[config.mk]
export PLATFORM = sky130hd
export DESIGN_NAME = dcache_tag_unit
export DESIGN_NICKNAME = d
export VERILOG_FILES = /design/src/rtl/dct_pkg.sv /design/src/rtl/dct_ctrl_reg.sv /design/src/rtl/dct_way.sv /design/src/rtl/dct_victim.sv /design/src/rtl/dct_status.sv /design/src/rtl/dcache_tag_unit.sv
export SDC_FILE = /design/constraint.sdc
export NUM_CORES = 2
export LEC_CHECK = 0
export BUFFER_PORTS_ARGS = -buffer_cell sky130_fd_sc_hd__buf_4
export CAP_MARGIN = 20
export CELL_PAD_IN_SITES_DETAIL_PLACEMENT = 1
export CELL_PAD_IN_SITES_GLOBAL_PLACEMENT = 1
export CORE_ASPECT_RATIO = 0.5
export CORE_MARGIN = 5
export CORE_UTILIZATION = 52
export DETAILED_ROUTE_END_ITERATION = 6
export PLACE_DENSITY_LB_ADDON = 0.1
export RECOVER_POWER = 50
export SETUP_SLACK_MARGIN = 0.2
export SLEW_MARGIN = 30
export SYNTH_ARGS = -nofsm -noshare
export SYNTH_HDL_FRONTEND = slang
export SYNTH_SLANG_ARGS = --single-unit
export TNS_END_PERCENT = 20
[constraint.sdc]
create_clock -name clk_i -period 4.28 [get_ports clk_i]
set_clock_uncertainty 0.15 [all_clocks]
set_input_delay 0.642 -clock clk_i [delete_from_list [all_inputs] [get_ports clk_i]]
set_output_delay 0.642 -clock clk_i [all_outputs]
set_load 0.03 [all_outputs]
[src/rtl/dct_pkg.sv]
package dct_pkg;
  localparam int NUM_WAYS = 2;

  typedef enum logic [1:0] {
    OP_LOAD  = 2'd0,
    OP_STORE = 2'd1,
    OP_FILL  = 2'd2,
    OP_NONE  = 2'd3
  } op_e;

  typedef struct packed {
    logic       derr_en;
    logic       tpar_en;
    logic       bad_dchk;
    logic       bad_tpar;
    logic       force_hit;
    logic [1:0] way_en;
  } ctrl_t;
endpackage

[src/rtl/dct_ctrl_reg.sv]
module dct_ctrl_reg
  import dct_pkg::*;
(
  input  logic       clk_i,
  input  logic       rst_ni,
  input  logic       we_i,
  input  logic [7:0] wdata_i,
  output ctrl_t      ctrl_o
);
  ctrl_t ctrl_q;
  logic  unused_rsvd;

  assign unused_rsvd = wdata_i[3];

  always_ff @(posedge clk_i or negedge rst_ni) begin
    if (!rst_ni) begin
      ctrl_q <= '{derr_en: 1'b0, tpar_en: 1'b0, bad_dchk: 1'b0, bad_tpar: 1'b0,
                  force_hit: 1'b0, way_en: 2'b11};
    end else if (we_i && (wdata_i[1:0] != 2'b00)) begin
      ctrl_q <= '{derr_en: wdata_i[7], tpar_en: wdata_i[6], bad_dchk: wdata_i[5],
                  bad_tpar: wdata_i[4], force_hit: wdata_i[2], way_en: wdata_i[1:0]};
    end
  end

  assign ctrl_o = ctrl_q;

  p_zero_enable_ignored_r2: assert property (@(posedge clk_i) disable iff (!rst_ni)
    (we_i && wdata_i[1:0] == 2'b00) |=> $stable(ctrl_q));
endmodule

[src/rtl/dct_way.sv]
module dct_way #(
  parameter int SETS  = 16,
  parameter int TAG_W = 20,
  parameter int NB    = 8,
  localparam int IDX_W = $clog2(SETS)
) (
  input  logic             clk_i,
  input  logic             rst_ni,
  input  logic [IDX_W-1:0] idx_i,
  input  logic             fill_i,
  input  logic             store_i,
  input  logic [TAG_W-1:0] tag_i,
  input  logic             fill_par_i,
  input  logic             chk_we_i,
  input  logic [NB-1:0]    chk_i,
  output logic [TAG_W-1:0] tag_o,
  output logic             valid_o,
  output logic             dirty_o,
  output logic             par_o,
  output logic [NB-1:0]    chk_o
);
  logic [TAG_W-1:0] tag_q [SETS];
  logic [NB-1:0]    chk_q [SETS];
  logic [SETS-1:0]  valid_q, dirty_q, par_q;

  always_ff @(posedge clk_i or negedge rst_ni) begin
    if (!rst_ni) begin
      valid_q <= '0;
      dirty_q <= '0;
      par_q   <= '0;
      for (int s = 0; s < SETS; s++) begin
        tag_q[s] <= '0;
        chk_q[s] <= '0;
      end
    end else if (fill_i) begin
      tag_q[idx_i]   <= tag_i;
      valid_q[idx_i] <= 1'b1;
      dirty_q[idx_i] <= 1'b0;
      par_q[idx_i]   <= fill_par_i;
      if (chk_we_i) chk_q[idx_i] <= chk_i;
    end else if (store_i) begin
      dirty_q[idx_i] <= 1'b1;
      // flip parity only if dirty changes, so an injected error survives
      par_q[idx_i]   <= par_q[idx_i] ^ ~dirty_q[idx_i];
      if (chk_we_i) chk_q[idx_i] <= chk_i;
    end
  end

  assign tag_o   = tag_q[idx_i];
  assign valid_o = valid_q[idx_i];
  assign dirty_o = dirty_q[idx_i];
  assign par_o   = par_q[idx_i];
  assign chk_o   = chk_q[idx_i];

  p_fill_valid_clean_r6: assert property (@(posedge clk_i) disable iff (!rst_ni)
    fill_i |=> (valid_q[$past(idx_i)] && !dirty_q[$past(idx_i)]));
  p_store_dirty_r4: assert property (@(posedge clk_i) disable iff (!rst_ni)
    (store_i && !fill_i) |=> dirty_q[$past(idx_i)]);
endmodule

[src/rtl/dct_victim.sv]
module dct_victim (
  input  logic       clk_i,
  input  logic       rst_ni,
  input  logic [1:0] way_en_i,
  input  logic [1:0] valid_i,
  input  logic       fill_i,
  output logic       victim_o
);
  logic       rr_q;
  logic       use_rr;
  logic [1:0] free;

  assign free = way_en_i & ~valid_i;

  always_comb begin
    use_rr = 1'b0;
    if (free[0])               victim_o = 1'b0;
    else if (free[1])          victim_o = 1'b1;
    else if (&way_en_i) begin
      victim_o = rr_q;
      use_rr   = 1'b1;
    end else                   victim_o = way_en_i[1];
  end

  always_ff @(posedge clk_i or negedge rst_ni) begin
    if (!rst_ni)              rr_q <= 1'b0;
    else if (fill_i && use_rr) rr_q <= ~rr_q;
  end

  p_victim_enabled_r6: assert property (@(posedge clk_i) disable iff (!rst_ni)
    fill_i |-> (victim_o ? way_en_i[1] : way_en_i[0]));
endmodule

[src/rtl/dct_status.sv]
module dct_status (
  input  logic       clk_i,
  input  logic       rst_ni,
  input  logic       we_i,
  input  logic [1:0] clr_i,
  input  logic       tperr_i,
  input  logic       derr_i,
  input  logic       tperr_way_i,
  input  logic       hit_way_i,
  output logic [2:0] stat_o
);
  logic [1:0] flags_q, flags_d;
  logic       way_q, way_d;

  always_comb begin
    flags_d = flags_q & ~(we_i ? clr_i : 2'b00);
    way_d   = way_q;
    if (flags_d == 2'b00) begin
      way_d = 1'b0;
      if (tperr_i || derr_i) begin
        flags_d = {derr_i, tperr_i};
        way_d   = tperr_i ? tperr_way_i : hit_way_i;
      end
    end
  end

  always_ff @(posedge clk_i or negedge rst_ni) begin
    if (!rst_ni) begin
      flags_q <= '0;
      way_q   <= 1'b0;
    end else begin
      flags_q <= flags_d;
      way_q   <= way_d;
    end
  end

  assign stat_o = {way_q, flags_q};

  p_sticky_r10: assert property (@(posedge clk_i) disable iff (!rst_ni)
    ((|flags_q) && !(we_i && |(clr_i & flags_q))) |=> $stable(stat_o));
  p_capture_tag_r7: assert property (@(posedge clk_i) disable iff (!rst_ni)
    (flags_q == 2'b00 && tperr_i) |=> stat_o[0]);
endmodule

[src/rtl/dcache_tag_unit.sv]
module dcache_tag_unit
  import dct_pkg::*;
#(
  parameter int SETS  = 16,
  parameter int TAG_W = 20,
  parameter int NB    = 8,
  localparam int IDX_W  = $clog2(SETS),
  localparam int DATA_W = 8 * NB
) (
  input  logic              clk_i,
  input  logic              rst_ni,
  input  logic              req_valid_i,
  input  logic [1:0]        req_op_i,
  input  logic [IDX_W-1:0]  req_index_i,
  input  logic [TAG_W-1:0]  req_tag_i,
  input  logic [DATA_W-1:0] req_data_i,
  input  logic              ctrl_we_i,
  input  logic [7:0]        ctrl_wdata_i,
  input  logic              stat_we_i,
  input  logic [1:0]        stat_clr_i,
  output logic [2:0]        stat_o,
  output logic              resp_valid_o,
  output logic              resp_hit_o,
  output logic              resp_way_o,
  output logic              resp_dirty_o,
  output logic              resp_ext_o
);
  ctrl_t ctrl;
  op_e   op;

  logic [TAG_W-1:0] w_tag [NUM_WAYS];
  logic [NB-1:0]    w_chk [NUM_WAYS];
  logic [NUM_WAYS-1:0] w_valid, w_dirty, w_par, match, pbad, fill_w, store_w;

  logic is_load, is_store, is_fill, is_lookup;
  logic fh_act, hit, hit_way, victim, fill_par, tperr, tperr_way, derr;
  logic [NB-1:0] data_chk;

  function automatic logic [NB-1:0] byte_par(input logic [DATA_W-1:0] d);
    logic [NB-1:0] p;
    for (int b = 0; b < NB; b++) p[b] = ^d[8*b +: 8];
    return p;
  endfunction

  assign op        = op_e'(req_op_i);
  assign is_load   = req_valid_i && (op == OP_LOAD);
  assign is_store  = req_valid_i && (op == OP_STORE);
  assign is_fill   = req_valid_i && (op == OP_FILL);
  assign is_lookup = is_load || is_store;
  assign data_chk  = byte_par(req_data_i);
  assign fill_par  = ~(^req_tag_i) ^ ctrl.bad_tpar;

  dct_ctrl_reg u_ctrl (
    .clk_i   (clk_i),
    .rst_ni  (rst_ni),
    .we_i    (ctrl_we_i),
    .wdata_i (ctrl_wdata_i),
    .ctrl_o  (ctrl)
  );

  for (genvar w = 0; w < NUM_WAYS; w++) begin : g_way
    assign match[w]   = ctrl.way_en[w] && w_valid[w] && (w_tag[w] == req_tag_i);
    assign pbad[w]    = ctrl.tpar_en && ctrl.way_en[w] && w_valid[w] &&
                        (w_par[w] ^ (^{w_tag[w], w_valid[w], w_dirty[w]}));
    assign fill_w[w]  = is_fill && (victim == w);
    assign store_w[w] = is_store && hit && (hit_way == w);

    dct_way #(.SETS(SETS), .TAG_W(TAG_W), .NB(NB)) u_way (
      .clk_i      (clk_i),
      .rst_ni     (rst_ni),
      .idx_i      (req_index_i),
      .fill_i     (fill_w[w]),
      .store_i    (store_w[w]),
      .tag_i      (req_tag_i),
      .fill_par_i (fill_par),
      .chk_we_i   (!ctrl.bad_dchk),
      .chk_i      (data_chk),
      .tag_o      (w_tag[w]),
      .valid_o    (w_valid[w]),
      .dirty_o    (w_dirty[w]),
      .par_o      (w_par[w]),
      .chk_o      (w_chk[w])
    );
  end

  assign fh_act  = ctrl.force_hit && ($countones(ctrl.way_en) == 1) && !ctrl.tpar_en;
  assign hit     = fh_act || (|match);
  assign hit_way = fh_act ? ctrl.way_en[1] : (!match[0] && match[1]);

  assign tperr     = is_lookup && (|pbad);
  assign tperr_way = !pbad[0];
  assign derr      = is_load && hit && ctrl.derr_en && (w_chk[hit_way] != data_chk);

  dct_victim u_victim (
    .clk_i    (clk_i),
    .rst_ni   (rst_ni),
    .way_en_i (ctrl.way_en),
    .valid_i  (w_valid),
    .fill_i   (is_fill),
    .victim_o (victim)
  );

  dct_status u_status (
    .clk_i       (clk_i),
    .rst_ni      (rst_ni),
    .we_i        (stat_we_i),
    .clr_i       (stat_clr_i),
    .tperr_i     (tperr),
    .derr_i      (derr),
    .tperr_way_i (tperr_way),
    .hit_way_i   (hit_way),
    .stat_o      (stat_o)
  );

  always_ff @(posedge clk_i or negedge rst_ni) begin
    if (!rst_ni) begin
      resp_valid_o <= 1'b0;
      resp_hit_o   <= 1'b0;
      resp_way_o   <= 1'b0;
      resp_dirty_o <= 1'b0;
      resp_ext_o   <= 1'b0;
    end else begin
      resp_valid_o <= req_valid_i && (op != OP_NONE);
      resp_hit_o   <= is_lookup && hit;
      resp_way_o   <= is_fill ? victim : (is_lookup && hit && hit_way);
      resp_dirty_o <= is_lookup && hit && w_dirty[hit_way];
      resp_ext_o   <= is_store && hit && !w_dirty[hit_way];
    end
  end

  p_hit_enabled_way_r3: assert property (@(posedge clk_i) disable iff (!rst_ni)
    (is_lookup && hit) |=> (resp_way_o ? $past(ctrl.way_en[1]) : $past(ctrl.way_en[0])));
  p_ext_clean_r4: assert property (@(posedge clk_i) disable iff (!rst_ni)
    resp_ext_o |-> (resp_hit_o && !resp_dirty_o));
  p_fill_free_way0_r6: assert property (@(posedge clk_i) disable iff (!rst_ni)
    (is_fill && ctrl.way_en[0] && !w_valid[0]) |=> (resp_way_o == 1'b0 && !resp_hit_o));
endmodule

==> results.cfg <==
[global_route]
antenna_found_initial = 3
grt_max_degree = 105
overflow = 0
grt_pass1_vias = 34300
grt_usage_pct = 28.6
grt_pass1_wl_um = 215000

[clock_network]
cts_tree = built
cts_root_buf = clkbuf_16
cts-buffers-inserted = 92
path_clk_slew_ps = 60
cts-htree-levels = 3
clk_latency_ps = 710
clockBufferDepth = 3
clock_sinks = 1008

[detailed_routing]
drt-wirelength-per-cell_um = 27.1
drt_iter0_markers = 2244
viasPerCell = 6.03
drtAntennaViolNets = 0
totalWireLength_um = 139000
drt_pass1_iterations = 7
num_vias = 30900
drcViolationCount = 0

[synth]
yosysSeqAreaShare_pct = 52.6
synthCells = 3530
ys_ff_latch = 1008
avgSynthCellArea_um2 = 13.6
synth_top_area_cell = dfrtp_1
synth_top_cell_area_share_pct = 52.5
synth_edf_count = 0
syn-cell-area_um2 = 48000
ys_top_cells_by_area = dfrtp_1 (52%), mux2_2 (16%), mux4_2 (12%)
ys_warn_count = 0
async_flop_share_pct = 100
yosysUniqueCellTypes = 60
synth_nets = 3636
ys_dominant_reg_cell = dfrtp_1

[timing]
period_minus_slack_ps = 4050
fin_crit_sh_pct = 94.7
holdWs_ps = 46.9
hold_viol = 0
slew_headroom_pct = -88.6
max_freq_ghz = 0.247
worst-slew-pin-transition_ps = 2830
finalSetupTns_ps = 0
setup_violations = 0
slew_violations = 76
rsz0062_at_grt = yes

[outcome]
violations = max-capacitance violations, max-slew violations
status = finished, violations left

[critical_path]
r2r-start = g_way[1].u_way.tag_q[5]
cp-start-kind = input port
endpoint_kind = flip-flop
cp_max_fo = 17
critical_path_class = in2reg
rr_worst_depth = 16
crit_required_ps = 4750
r2r_slack_ps = 290
crit_arrival_ps = 4530
worst_r2r_endpoint = g_way[1].u_way.chk_q[123]

[power_and_ir_drop]
p_leak_nw = 26.6
peakVddDrop_mv = 0.320
power.density_nw_per_um2 = 429
power_mw = 24.1

[finish]
mostFrequentLayoutCell = dfrtp_1
layout-drive-gt1-share_pct = 42.5
syn_to_final_growth_pct = 17.2
instances_no_fill = 5130
final_cell_mix = dfrtp_1 (1006), mux2_2 (674), buf_4 (375)
nets = 3917
final_core_util_pct = 61.7

[floorplan]
pin_count = 113
die_w_um = 440
row_count = 78
core_um2 = 91100
die_area_um2 = 98800
die_h_um = 225
start_util_pct = 52.7

[worst_hold_path]
min-delay-start = ctrl_we_i
hold_path_end = u_ctrl.ctrl_o[1]
hold_path_class = in2reg
whs_path_depth = 3

[placement]
place_inst = 4930
dp_hpwl_um = 89000
finalWeightedCongestion = 0.813
port_buffers = 111

[run]
drv_cap = 1
[synth_stat cells, drive strengths merged (2+ instances only)]
cell type,count
buf,96
a22oi,25
dfstp,2
mux4,246
and4,2
nand3,5
a22o,7
o21ai,145
a21o,3
or2,19
nand2b,23
dfrtp,1006
xnor2,163
mux2i,155
a21oi,183
inv,5
a21boi,2
a31oi,2
nand4,8
and2,4
nand2,245
clkbuf,210
xor2,39
xnor3,2
a221oi,8
a211oi,3
nor2,206
and3,2
nor2b,13
a2111oi,2
nor3,9
mux2,674
[worst max-delay path by stage]
stage	start	end	slack, ps	cells past startpoint
after global placement	req_index_i[0]	u_status.way_q	-950	16
after CTS	req_index_i[0]	u_status.way_q	150	16
after detailed placement	req_index_i[0]	u_status.way_q	-960	16
final	req_index_i[0]	u_status.way_q	230	16
after global routing	rst_ni	g_way[1].u_way.tag_q[311]	120	3
after floorplan	req_index_i[1]	g_way[1].u_way.chk_q[117]	-190	21
[registers in the layout, summed over array words and instances, names as in the netlist, named ones only]
| signal | flops |
|---|---|
| g_way.u_way.valid_q | 32 |
| u_status.way_q | 1 |
| u_status.flags_q | 2 |
| resp_hit_o | 1 |
| resp_way_o | 1 |
| resp_dirty_o | 1 |
| g_way.u_way.par_q | 32 |
| resp_valid_o | 1 |
| g_way.u_way.tag_q | 640 |
| resp_ext_o | 1 |
| u_ctrl.ctrl_o | 7 |
| u_victim.rr_q | 1 |
| g_way.u_way.chk_q | 256 |
[power breakdown]
group / leakage (nW) / switching (mW) / internal, mW
combinational: 11.4 / 2.41 / 2.22
sequential: 13.7 / 0.574 / 10.6
clock: 1.48 / 3.78 / 4.57
[final cells by class]
cell class	instances	area (um2)
Sequential cell	1008	25200
Antenna cell	2	5.00
Tap cell	1240	1550
Fill cell	8515	34900
Timing Repair Buffer	489	4890
Inverter	5	18.8
Clock inverter	35	279
Multi-Input combinational cell	2215	21500
Clock buffer	136	2700
[cells by family after synthesis]
family,count (synthesis),share of synthesized area [%]
xor+xnor,204,3.78
fa+ha+maj,1,0.0261
flops,1008,52.6
compound gates,388,4.60
mux,1075,30.6
simple gates,543,5.19
buf+inv,311,3.21
[critical path, stage by stage]
cell and delay, ps:
buf_12 180, buf_12 190, buf_8 230, mux4_2 540
mux4_2 550, xor2_4 210, buf_12 150, xnor2_1 130
xnor2_1 240, xnor2_2 170, xnor2_2 370, nor3b_2 110
o21ai_2 320, nand4b_1 140, a21o_1 190, a21oi_1 110
[per-layer routing]
metal	share of wire [%]	global-route usage (%)	vias up
met4	1.9	5.95	0
met2	48	46.8	701
met5	0	0	-
met3	4.9	4.70	181
li1	-	-	13200
met1	45	40.8	16900
[repair_timing]
action | 4_1_cts | 5_1_grt
endpoints found under the setup margin | 133 | 261
gates cloned | 1 | 5
endpoints found under the hold margin | 72 | 0
buffers inserted | 1 | 9
hold buffers | 11 | 0
resized for setup | 7 | 16
pin swaps | 2 | 15
[stage by stage]
step                      worst slack, ps  area, um2
after floorplan                      -186      48100
after global placement               -951      52600
after detailed placement             -964      52800
after CTS                             149      56000
after global routing                  118      56200
final                                 228      56200
No activity file was read; power rests on OpenSTA's default activity.
